<file path="config.mk">
export PLATFORM = sky130hd
export DESIGN_NAME = uart_xcvr
export DESIGN_NICKNAME = d
export VERILOG_FILES = /design/src/rtl/uart_xcvr_pkg.sv /design/src/rtl/uart_xcvr_sync.sv /design/src/rtl/uart_xcvr_rx.sv /design/src/rtl/uart_xcvr_tx.sv /design/src/rtl/uart_xcvr.sv
export SDC_FILE = /design/constraint.sdc
export NUM_CORES = 1
export LEC_CHECK = 0
export ABC_AREA = 1
export BUFFER_PORTS_ARGS = -buffer_cell sky130_fd_sc_hd__buf_4
export CAP_MARGIN = 0
export CORE_ASPECT_RATIO = 0.5
export CORE_MARGIN = 1.5
export CORE_UTILIZATION = 50
export DETAILED_ROUTE_END_ITERATION = 8
export PLACE_DENSITY = 0.8
export SLEW_MARGIN = 25
export SYNTH_ARGS = -nofsm -noshare
export SYNTH_HDL_FRONTEND = slang
export SYNTH_SLANG_ARGS = --single-unit
</file>
<file path="constraint.sdc">
create_clock -name clk -period 3.7 [get_ports clk]
set_input_delay 0.37 -clock clk [delete_from_list [all_inputs] [get_ports clk]]
set_output_delay 0.37 -clock clk [all_outputs]
set_load 0.02 [all_outputs]
</file>
<file path="src/rtl/uart_xcvr_pkg.sv">
// Shared types for the serial transceiver.
// Assumes: one clock domain for both halves.
package uart_xcvr_pkg;

    typedef enum logic [2:0] {
        RX_IDLE  = 3'd0,
        RX_START = 3'd1,
        RX_DATA  = 3'd2,
        RX_STOP  = 3'd3,
        RX_HOLD  = 3'd4
    } rx_state_t;

    typedef enum logic [0:0] {
        TX_IDLE  = 1'b0,
        TX_SHIFT = 1'b1
    } tx_state_t;

endpackage

</file>
<file path="src/rtl/uart_xcvr_sync.sv">
// Multi-flop synchronizer for an asynchronous level input.
// Assumes: the input idles high, so every stage resets to 1.
module uart_xcvr_sync #(
    parameter int STAGES = 2
) (
    input  logic clk,
    input  logic rst_n,
    input  logic din,
    output logic dout
);
    logic [STAGES-1:0] chain;

    generate
        if (STAGES == 1) begin : g_one
            // single stage: capture directly
            always_ff @(posedge clk) begin
                if (!rst_n) chain <= 1'b1;
                else        chain <= din;
            end
        end else begin : g_many
            // shift the line through the stage chain
            always_ff @(posedge clk) begin
                if (!rst_n) chain <= '1;
                else        chain <= {chain[STAGES-2:0], din};
            end
        end
    endgenerate

    assign dout = chain[STAGES-1];
endmodule

</file>
<file path="src/rtl/uart_xcvr_rx.sv">
// Receiver half: finds the start edge on the synchronized line and
// samples each bit at mid-period. It checks the stop bit and holds the
// word under a ready/ack handshake.
// Assumes: divisor >= 4 and stable during a frame.
module uart_xcvr_rx
    import uart_xcvr_pkg::*;
#(
    parameter int DATA_W = 8,
    parameter int DIV_W  = 16
) (
    input  logic              clk,
    input  logic              rst_n,
    input  logic [DIV_W-1:0]  divisor,
    input  logic              line_s,
    input  logic              ack,
    output logic [DATA_W-1:0] data,
    output logic              ready,
    output logic              busy,
    output logic              frame_err,
    output logic              overrun
);
    localparam int IDX_W = (DATA_W > 1) ? $clog2(DATA_W) : 1;
    localparam logic [IDX_W-1:0] LAST_IDX = IDX_W'(DATA_W - 1);

    rx_state_t         state;
    logic [DIV_W-1:0]  cnt;
    logic [IDX_W-1:0]  idx;
    logic [DATA_W-1:0] shreg;
    logic [DIV_W-1:0]  half_m1;
    logic [DIV_W-1:0]  full_m1;
    logic              tick;
    logic              word_done;
    logic              take;

    assign half_m1   = (divisor >> 1) - 1'b1;
    assign full_m1   = divisor - 1'b1;
    assign tick      = (cnt == '0);
    assign word_done = (state == RX_STOP) && tick && line_s;
    assign take      = ready && ack;
    assign busy      = (state != RX_IDLE);

    // frame sequencer: start check, data shift, stop check, error hold
    always_ff @(posedge clk) begin
        if (!rst_n) begin
            state     <= RX_IDLE;
            cnt       <= '0;
            idx       <= '0;
            shreg     <= '0;
            frame_err <= 1'b0;
        end else begin
            case (state)
                RX_IDLE: begin
                    if (!line_s) begin
                        state     <= RX_START;
                        cnt       <= half_m1;
                        frame_err <= 1'b0;
                    end
                end
                RX_START: begin
                    if (tick) begin
                        if (!line_s) begin
                            state <= RX_DATA;
                            cnt   <= full_m1;
                            idx   <= '0;
                        end else begin
                            state <= RX_IDLE;
                        end
                    end else begin
                        cnt <= cnt - 1'b1;
                    end
                end
                RX_DATA: begin
                    if (tick) begin
                        shreg <= {line_s, shreg[DATA_W-1:1]};
                        cnt   <= full_m1;
                        if (idx == LAST_IDX) state <= RX_STOP;
                        else                 idx   <= idx + 1'b1;
                    end else begin
                        cnt <= cnt - 1'b1;
                    end
                end
                RX_STOP: begin
                    if (tick) begin
                        if (line_s) begin
                            state <= RX_IDLE;
                        end else begin
                            state     <= RX_HOLD;
                            frame_err <= 1'b1;
                        end
                    end else begin
                        cnt <= cnt - 1'b1;
                    end
                end
                RX_HOLD: begin
                    if (line_s) state <= RX_IDLE;
                end
                default: state <= RX_IDLE;
            endcase
        end
    end

    // downstream handshake: hold word until taken, flag dropped words
    always_ff @(posedge clk) begin
        if (!rst_n) begin
            data    <= '0;
            ready   <= 1'b0;
            overrun <= 1'b0;
        end else begin
            if (take) begin
                ready   <= 1'b0;
                overrun <= 1'b0;
            end
            if (word_done) begin
                if (ready && !ack) begin
                    overrun <= 1'b1;
                end else begin
                    data  <= shreg;
                    ready <= 1'b1;
                end
            end
        end
    end
endmodule

</file>
<file path="src/rtl/uart_xcvr_tx.sv">
// Transmitter half: on an accepted ack it captures the word and drives
// start, data (LSB first) and stop. It pulses done when the stop bit
// has lasted one full period.
// Assumes: divisor >= 4 and stable during a frame.
module uart_xcvr_tx
    import uart_xcvr_pkg::*;
#(
    parameter int DATA_W = 8,
    parameter int DIV_W  = 16
) (
    input  logic              clk,
    input  logic              rst_n,
    input  logic [DIV_W-1:0]  divisor,
    input  logic [DATA_W-1:0] data,
    input  logic              ack,
    output logic              line,
    output logic              busy,
    output logic              done
);
    localparam int POS_W = $clog2(DATA_W + 2);
    localparam logic [POS_W-1:0] LAST_POS = POS_W'(DATA_W + 1);

    tx_state_t         state;
    logic [DIV_W-1:0]  cnt;
    logic [POS_W-1:0]  pos;
    logic [DATA_W:0]   frame;

    assign busy = (state == TX_SHIFT);

    // bit sequencer: load on ack when idle, step every divisor cycles
    always_ff @(posedge clk) begin
        if (!rst_n) begin
            state <= TX_IDLE;
            cnt   <= '0;
            pos   <= '0;
            frame <= '1;
            line  <= 1'b1;
            done  <= 1'b0;
        end else begin
            done <= 1'b0;
            case (state)
                TX_IDLE: begin
                    if (ack) begin
                        state <= TX_SHIFT;
                        frame <= {1'b1, data};
                        line  <= 1'b0;
                        cnt   <= divisor - 1'b1;
                        pos   <= '0;
                    end
                end
                TX_SHIFT: begin
                    if (cnt == '0) begin
                        cnt <= divisor - 1'b1;
                        if (pos == LAST_POS) begin
                            state <= TX_IDLE;
                            done  <= 1'b1;
                        end else begin
                            pos   <= pos + 1'b1;
                            line  <= frame[0];
                            frame <= {1'b1, frame[DATA_W:1]};
                        end
                    end else begin
                        cnt <= cnt - 1'b1;
                    end
                end
                default: state <= TX_IDLE;
            endcase
        end
    end
endmodule

</file>
<file path="src/rtl/uart_xcvr.sv">
// Transceiver top: one synchronizer, a receiver and a transmitter.
// A single divisor net, driven here, times both halves.
// Assumes: divisor >= 4 and changed only while both halves are idle.
module uart_xcvr #(
    parameter int DATA_W      = 8,
    parameter int DIV_W       = 16,
    parameter int SYNC_STAGES = 2
) (
    input  logic              clk,
    input  logic              rst_n,
    input  logic [DIV_W-1:0]  divisor,
    input  logic              rx_line,
    input  logic              rx_ack,
    output logic [DATA_W-1:0] rx_data,
    output logic              rx_ready,
    output logic              rx_busy,
    output logic              rx_frame_err,
    output logic              rx_overrun,
    input  logic [DATA_W-1:0] tx_data,
    input  logic              tx_ack,
    output logic              tx_line,
    output logic              tx_busy,
    output logic              tx_done
);
    logic [DIV_W-1:0] bit_div;
    logic             rx_line_s;

    // single driver of the shared bit period
    assign bit_div = divisor;

    uart_xcvr_sync #(.STAGES(SYNC_STAGES)) u_sync (
        .clk  (clk),
        .rst_n(rst_n),
        .din  (rx_line),
        .dout (rx_line_s)
    );

    uart_xcvr_rx #(.DATA_W(DATA_W), .DIV_W(DIV_W)) u_rx (
        .clk      (clk),
        .rst_n    (rst_n),
        .divisor  (bit_div),
        .line_s   (rx_line_s),
        .ack      (rx_ack),
        .data     (rx_data),
        .ready    (rx_ready),
        .busy     (rx_busy),
        .frame_err(rx_frame_err),
        .overrun  (rx_overrun)
    );

    uart_xcvr_tx #(.DATA_W(DATA_W), .DIV_W(DIV_W)) u_tx (
        .clk    (clk),
        .rst_n  (rst_n),
        .divisor(bit_div),
        .data   (tx_data),
        .ack    (tx_ack),
        .line   (tx_line),
        .busy   (tx_busy),
        .done   (tx_done)
    );
endmodule

</file>
==> impl_results.md, run 1 <==
* Status: completed
* Core area at approximately 0.0095 mm²
* Worst R2R Start: u_tx.busy
* Top post-synthesis cells by area: dfxtp_1, nand2_1, nor2_1, inv_1, nand3_1
* CTS Hold Bufs at 0
* Number of enable flip-flop cells after synthesis at 0
* Final setup violation count at 0
* Final wirelength at around 13 mm
* Worst Tran Pin Value at 592 ps
* # DRC at 0
* PostCTS Resize Cnt at 0
* CP required at 3910 ps
* Netlist cell types at 42
* Layout Nets at roughly 850
* IO buf count at between 40 and 50
* Die Span X at 143 µm
* Synth Area per Inst at around 6.3 µm²
* Vias in the first global route at 4475
* R2R setup slack at around 1500 ps
* Num ports at 44
* Drt first-iter violations at between 400 and 500
* Maxcap violations at 0
* Pin count of the biggest net entering global routing at 48
* Via count at about 5000
* Rel. slew slack at about three fifths
* Fraction of registers with async set/reset at 0%
* Cells on worst reg2reg path at 8
* Via-per-instance ratio at around 5.3
* Most common cell after layout, fill and taps aside: nand2_1
* WL/cell at around 13 µm
* Worst vdd ir at between 0.3 and 0.4 mV
* Synth area leader: dfxtp_1
* Final Hold Fails at 0
* Reg2reg end: u_tx.frame[4]
* All-Layer GR Usage at 25.2%
* Worst setup EP type: flip-flop
* H-tree levels at 3
* CTS Buffer Depth at 2
* RSZ-0062 raised after global routing: false
* Startpoint types: flip-flop
* Synthesized area at around 0.0049 mm²
* Yosys Warn Count at 0
* Final worst slack at 1460 ps
* DIE AREA at 0.0104 mm²
* Starting density of the core at between 50 and 60%
* Clk_lat worst skew at about 350 ps
* Placement Cell Area at approximately 0.0053 mm²
* Area Overhead vs Synth at 14.1%
* Filler cells at about 900
* Fin area at 0.00558 mm²
* Syn Inst Count at slightly below 800
* Iteration count of the initial detailed-routing pass at 5
* Setup Buffers After CTS at 0
* Yosys reg bits at 74
* Number of diodes at 0
* ANT nets after route at 0
* Most frequent cells in the layout: nand2_1, nor2_1, inv_1, dfxtp_1, nand3_1
* Antenna violations before repair at 0
* Num CTS Buffers at 9
* Fmax at 446 MHz
* Clk sink count at 74
* Hold path startpoint: rx_line
* Crit Path Category: flip-flop to flip-flop
* Root Buffer: clkbuf_16
* Arr. time, crit path at about 2500 ps
* Period utilization at about three fifths
* Final setup skew at 8.60 ps
* Wire length of the first global-routing pass at 20.7 mm
* HPWL after DPL at roughly 8.9 mm
* GR Overflow Total at 0
* Die Span Y at between 70 and 80 µm
* Type of the worst min-delay path: primary input to flip-flop
* Final min period at around 2200 ps
* Row count at 25
* Crit path max fanout at 15
* Seq/Total Area, Yosys at between 30% and 40%
* CTS tree: yes
* Worst Hold Path Cells at 2
* Routability cong. at approximately 1
* Syn nets at ~800
* Synth top area share at 30.3%
* Clock-pin slew on the worst setup and hold paths at 60 ps
* Max Slew Vio Count at 0
* Hold Path Sink: u_sync.chain[0]
* Pleak at between 0.002 and 0.003 µW
* Pwr Density at about 570 mW/mm²
* Fraction of layout cells with a size suffix above 1 at 11.3%
* Setup TNS at 0 ps
* Pre-CTS setup slack at 1480 ps
* Most used DFF post-synth: dfxtp_1
[report_power, final]
group	leakage, µW	internal [µW]	switching, µW
Combinational	0.00188	400	783
Sequential	0.000607	904	109
Clock	0.000153	596	367
Total	0.00264	1900	1260
[cells in the mapped netlist (5+ instances only)]
cell type	count
nand2_1	198
nor2_1	106
inv_1	94
dfxtp_1	74
nand3_1	63
a21oi_1	49
o21ai_0	43
xor2_1	19
nand4_1	11
nor3_1	11
ha_1	10
clkbuf_1	9
xnor2_1	9
o21ai_1	8
nor2_2	7
a31oi_1	6
inv_2	5
o211ai_1	5
o21a_1	5
[critical path: stages (launching register included)]
cell     delay [ps]
dfxtp_1         700
nor2_1          110
buf_4           210
inv_1           320
nand2_4         170
nor2_4          280
inv_2           170
nand2_1          90
nand3_1          60
[through the flow]
stage               cells  total power, µW  hold slack (ps)  utilization [%]
CTS                   950             3160              217             58.9
floorplan             775             1960              393                -
detailed placement    934             2180              413             55.5
global placement      934             2160              393             55.5
global route          950             3370              221             58.9
finish                950             3160              219             58.9
[layer usage]
metal / part of all wire (%) / GRT usage, % / up-vias / routed length, µm
met3: 6.2 / 4.92 / 25 / 779
met5: 0 / 0 / - / 0
li1: - / - / 2546 / -
met2: 46 / 43.7 / 189 / 5790
met1: 46 / 31.5 / 2255 / 5740
met4: 1.8 / 9.62 / 0 / 223
[registers in the layout, summed over array words and instances (netlist names)]
register / flops
u_rx.frame_err: 1
u_rx.data: 8
u_tx.busy: 1
u_rx.state: 3
u_tx.cnt: 16
u_tx.done: 1
u_tx.pos: 4
u_rx.cnt: 16
u_tx.line: 1
u_rx.ready: 1
u_rx.idx: 3
u_tx.frame: 8
u_rx.overrun: 1
u_rx.shreg: 8
u_sync.chain: 2
[logic make-up (layout without fill, tap and decap cells)]
kind of cell	after synthesis	after routing	synth area share, %
AO/OA/AOI/OAI	123	123	13.6
XOR/XNOR	28	28	5.01
adder cells (fa/ha/maj)	10	10	2.56
buffers and inverters	121	161	10.6
flip-flops	74	74	30.3
AND/OR/NAND/NOR	419	419	37.9
[how the worst max path moves through the flow]
stage / to / start / slack, ps / depth (start not counted)
after floorplan: u_rx.cnt[12] / divisor[1] / 2040 / 10
after global placement: u_tx.frame[0] / u_tx.busy / 1490 / 8
after detailed placement: u_tx.frame[4] / u_tx.busy / 1480 / 8
after CTS: u_tx.frame[4] / u_tx.busy / 1460 / 8
after global routing: u_tx.frame[4] / u_tx.busy / 1310 / 8
final: u_tx.frame[4] / u_tx.busy / 1460 / 8
[cell type report]
class                   instances  area, µm²  share of cell area [%]
repair buffers                 45        338                    6.05
clock inverters                 7        101                    1.81
multi-input cells             580       2890                    51.8
clock buffers                   9        225                    4.03
well taps                     135        169                    3.02
flip-flops and latches         74       1480                    26.5
inverters                     100        375                    6.72
Note: power is estimated with default switching activity, not from simulation.
==> run 2: changes to the inputs <==
- clock period: 3.7 -> 2.1 ns (I/O delays scaled with it)
==> run 2 against run 1 <==
Cell count grew 1.3%; fmax increased by 17%; sequential cell count did not move; routed wire length shrank 1.5%; hold slack got worse by 160 ps; clock power rose by 78%; core utilization increased by 0.99 points; non-clock buffer count rose by 12; critical path depth up 2; power up 78%.
==> impl_results.md, run 2 (same netlist as run 1, synthesis figures left out) <==
* Status: completed
* Row count at 25
* CTS Buffer Depth at 2
* Final setup violation count at 0
* Drt first-iter violations at between 300 and 400
* CTS tree: yes
* GR Overflow Total at 0
* Hold path startpoint: rx_line
* RSZ-0062 raised after global routing: false
* Final cell count without fillers at 962
* Final min period at 1910 ps
* Area taken by flip-flops and latches at between 0.001 and 0.0015 mm²
* Max Slew Vio Count at 0
* All-Layer GR Usage at roughly 25%
* CP max stage delay at between 300 and 400 ps
* DIE AREA at 0.0104 mm²
* Clk_lat worst skew at around 340 ps
* Final wirelength at around 12 mm
* Sw Ratio at about two fifths
* Via count at 4959
* Pint at 3440 µW
* Comb power frac at a little under two fifths
* Setup TNS at 0 ps
* Arr. time, crit path at ~2100 ps
* ANT nets after route at 0
* Critical path's top delay family: simple AND/OR/NAND/NOR gates
* Reg power frac at a little under a third
* Die Span Y at 73.0 µm
* Placed cells at about 950
* Clk sink count at 74
* Clock-pin slew on the worst setup and hold paths at ~60 ps
* Iteration count of the initial detailed-routing pass at 5
* Core area at approximately 0.0095 mm²
* Pre-CTS setup slack at between 150 and 200 ps
* Setup Buffers After CTS at 0
* CP required at 2330 ps
* Worst R2R Start: u_rx.cnt[0]
* CP startpoint: u_rx.cnt[0]
* Routability cong. at 0.976
* Sw Pwr at 2190 µW
* Num CTS Buffers at 9
* Placement Cell Area at roughly 0.0053 mm²
* WL/cell at 12.8 µm
* Starting density of the core at 51.6%
* CP bufs+invs at 2
* # DRC at 0
* Root Buffer: clkbuf_16
* Largest regs: u_rx.cnt x16, u_tx.cnt x16
* Crit path max fanout at 21
* Type of the worst min-delay path: primary input to flip-flop
* Fin area at ~0.0057 mm²
* Met2 WL at around 5.7 mm
* Pin count of the biggest net entering global routing at 29
* WL met3 at approximately 620 µm
* H-tree levels at 3
* Startpoint types: flip-flop
* Clock power share at between 30% and 40%
* Pleak at roughly 0.0027 µW
* Crit-path cells: inv_1 -> ha_1 -> nand2_2 -> nor2_8 -> nand4_1 -> nand2_1 -> inv_2 -> nand3_1 -> a21oi_1 -> nor2_1
* Final worst slack at 189 ps
* Vias in the first global route at 4497
* Fmax at roughly 520 MHz
* Period utilization at between 90% and 100%
* Maxcap violations at 0
* Worst vdd ir at 0.503 mV
* Pwr Density at between 900 and 1000 mW/mm²
* Filler cells at 928
* Multi-input gate area at 0.00290 mm²
* Die Span X at about 140 µm
* Fraction of layout cells with a size suffix above 1 at roughly an eighth
* Worst setup EP type: flip-flop
* Rel. slew slack at a little under three quarters
* Most frequent cells in the layout: nand2_1, nor2_1, inv_1, dfxtp_1, nand3_1
* Antenna violations before repair at 0
* Final Hold Fails at 0
* IO buf count at 43
* Slowest cell on crit path: dfxtp_1
* HPWL after DPL at slightly above 9 mm
* Most common cell after layout, fill and taps aside: nand2_1
* Met1 wire length at 5.76 mm
* Worst Tran Pin Value at 424 ps
* Num ports at 44
* Area Overhead vs Synth at 16.0%
* Wire length of the first global-routing pass at between 20 and 25 mm
* Number of diodes at 0
* Top Metal Used: met4
* Via-per-instance ratio at just over 5
* Final setup skew at a little over 6 ps
* Crit Path Category: flip-flop to flip-flop
* Layout Nets at 861
-- run 2: cell types whose count changed in the layout (fill, tap and decap cells not counted), sizes merged --
cell / before / now
buf: 45 / 57
clkbuf: 9 / 10
inv: 101 / 100
-- run 2: layout make-up --
class / count / area share [%]
clock buffers: 10 / 4.21
clock inverters: 6 / 1.56
inverters: 100 / 6.61
multi-input cells: 580 / 51.0
flip-flops and latches: 74 / 26.1
well taps: 135 / 2.97
repair buffers: 57 / 7.54
-- run 2: repair_timing --
item	CTS	global route
endpoints found under the setup margin	0	4
resized for setup	0	1
hold buffers	0	0
-- run 2: final timing paths --
check | end | slack, ps | cells after the start
worst max-delay path | u_rx.cnt[4] | 190 | 10
worst min-delay path | u_sync.chain[0] | 60 | 2
worst min register to register | u_sync.chain[1] | 420 | 1
worst max register to register | u_rx.cnt[4] | 190 | 10
-- run 2: power groups by stage --
stage                     combinational [µW]  sequential [µW]  clock, µW
after floorplan                         1680             1760          0
after global placement                  2100             1800          0
after detailed placement                2120             1800          0
after CTS                               2140             1770       1740
after global routing                    2450             1800       1790
final                                   2150             1780       1710
-- run 2: layer usage --
layer  global-route usage [%]  vias up
li1                         -     2577
met1                     31.2     2221
met2                     43.5      136
met3                     4.99       25
met4                     9.16        0
met5                        0        -
-- run 2: stage by stage --
| stage | hold slack [ps] | power [µW] | utilization [%] |
|---|---|---|---|
| 2_1_floorplan | 317 | 3450 | - |
| 3_3_place_gp | 395 | 3890 | 56.4 |
| 3_5_place_dp | 406 | 3920 | 56.4 |
| 4_1_cts | 52.4 | 5650 | 59.9 |
| 5_1_grt | 59.5 | 6040 | 59.9 |
| 6_report | 59.4 | 5630 | 59.9 |
==> run 3: changes to the inputs <==
- CORE_ASPECT_RATIO: 0.5 -> not set
- HOLD_SLACK_MARGIN: not set -> 0.06
==> run 3 against run 2 <==
Worst setup slack improved by 0.84 ps; sequential power about the same; clock skew is 7.5 ps higher; hold slack improved by 28 ps; global-route usage is 0.48 points higher; sequential cell count did not move; register-to-register slack about the same; first-iteration DRC count up 32%; clock-buffer cell count unchanged; largest cell class unchanged; critical path type unchanged; critical path depth up 1.
==> impl_results.md, run 3 (same netlist as run 1, synthesis figures left out) <==
* Multi-input gate area at between 0.002 and 0.003 mm²
* HPWL after DPL at approximately 9.4 mm
* Die Span X at between 100 and 150 µm
* Root Buffer: clkbuf_8
* Antenna violations before repair at 0
* Largest regs: u_rx.cnt x16, u_tx.cnt x16
* Filler cells at approximately 950
* Pin count of the biggest net entering global routing at 47
* Final Core Density at approximately three fifths
* Via count at about 5000
* Area taken by flip-flops and latches at roughly 0.0015 mm²
* CTS tree: yes
* Starting density of the core at 52.2%
* Met1 Use GR at a little over a third
* Die Span Y at around 100 µm
* Drt first-iter violations at roughly 430
* Via-per-instance ratio at 5.25
* Clk_lat worst skew at roughly 350 ps
* Iteration count of the initial detailed-routing pass at 5
* Rel. slew slack at 64.7%
* Layout Nets at approximately 860
* Row count at 35
* Core area at about 0.0094 mm²
* RSZ-0062 raised after global routing: false
* ANT nets after route at 0
* Routing usage on met2 at between 40% and 50%
* Status: completed
* WL/cell at between 10 and 15 µm
* Crit Path Category: flip-flop to flip-flop
* Final setup violation count at 0
* IO buf count at 43
* Final min period at approximately 1900 ps
* Crit path max fanout at 11
* DIE AREA at roughly 0.010 mm²
* Wire length of the first global-routing pass at ~21 mm
* CP required at between 2000 and 2500 ps
* Num CTS Buffers at 9
* Vias in the first global route at 4536
* Startpoint types: flip-flop
* Arr. time, crit path at ~2200 ps
* Met3 Usage GRT at about 3.9%
* Final Hold Fails at 0
* Grt peak-use layer: met2
* Type of the worst min-delay path: primary input to flip-flop
* Clock-pin slew on the worst setup and hold paths at ~90 ps
* Pwr Density at 913 mW/mm²
* Final wirelength at 12.6 mm
* # DRC at 0
* Number of diodes at 0
* Worst setup EP type: flip-flop
* Fmax at around 520 MHz
* Routability cong. at approximately 0.96
* Period utilization at 91.0%
* Max Slew Vio Count at 0
* Most common cell after layout, fill and taps aside: nand2_1
* Fraction of layout cells with a size suffix above 1 at roughly an eighth
* Setup Buffers After CTS at 0
* Pleak at roughly 0.0026 µW
* Num ports at 44
* Most frequent cells in the layout: nand2_1, nor2_1, inv_1, dfxtp_1, nand3_1
* Clk sink count at between 70 and 80
* Final setup skew at between 10 and 15 ps
* Setup TNS at 0 ps
* All-Layer GR Usage at about 26%
* Worst Tran Pin Value at 525 ps
* GR Overflow Total at 0
* H-tree levels at 3
* Worst vdd ir at 0.617 mV
* Area Overhead vs Synth at 12.8%
* CTS Buffer Depth at 2
* Maxcap violations at 0
run 3: changes by cell type in the layout (fill, tap and decap cells not counted), sizes merged:
cell,change
buf,-4
clkinv,+2
bufinv,-1
clkinvlp,-1
dlygate4sd3,+1
run 3: power by group:
part | leakage (µW) | total, µW | switching (µW) | internal [µW]
logic | 0.00192 | 2150 | 1410 | 742
clock network | 0.0000966 | 1110 | 558 | 551
registers | 0.000607 | 1780 | 188 | 1590
run 3: path summary, 6_finish.rpt:
check | from | to | slack (ps) | depth (start not counted)
min | tx_data[7] | u_tx.frame[7] | 90 | 3
max | u_tx.cnt[8] | u_tx.pos[0] | 190 | 11
min reg2reg | u_sync.chain[0] | u_sync.chain[1] | 410 | 1
max reg2reg | u_tx.cnt[8] | u_tx.pos[0] | 190 | 11
run 3: metrics by stage:
step	hold WS, ps	setup WS [ps]	cell area, µm²	power, µW	cells
finish	87.5	189	5520	5040	953
global route	103	23.6	5520	5430	953
detailed placement	400	153	5310	3900	936
global placement	396	228	5310	3890	936
floorplan	317	445	4890	3450	775
CTS	81.7	136	5510	5020	953
run 3: final cells by class:
| class | instances | share of cell area, % |
|---|---|---|
| Clock buffer | 10 | 2.31 |
| Clock inverter | 6 | 1.18 |
| Inverter | 100 | 6.80 |
| Multi-Input combinational cell | 580 | 52.6 |
| Sequential cell | 74 | 26.8 |
| Tap cell | 129 | 2.92 |
| Timing Repair Buffer | 54 | 7.39 |
run 3: what timing repair did:
action,in CTS,in global routing
endpoints found under the setup margin,0,3
endpoints found under the hold margin,1,0
hold buffers,1,0
gates resized for setup,0,2
run 3: critical path, stage by stage, from the launching register on:
cell and delay (ps):
dfxtp_1 360, nor2_2 170, nand2_2 100, nor2_4 220, nand3_4 120, nand2_4 170, nand2_4 130, nor2_4 180
buf_4 180, nand2_1 60, o211ai_1 80, inv_1 50
run 3: routing by layer:
layer / vias to the layer above / share of wire (%)
li1: 2574 / -
met1: 2237 / 46
met2: 174 / 46
met3: 20 / 6.4
met4: 0 / 1.3
met5: - / 0
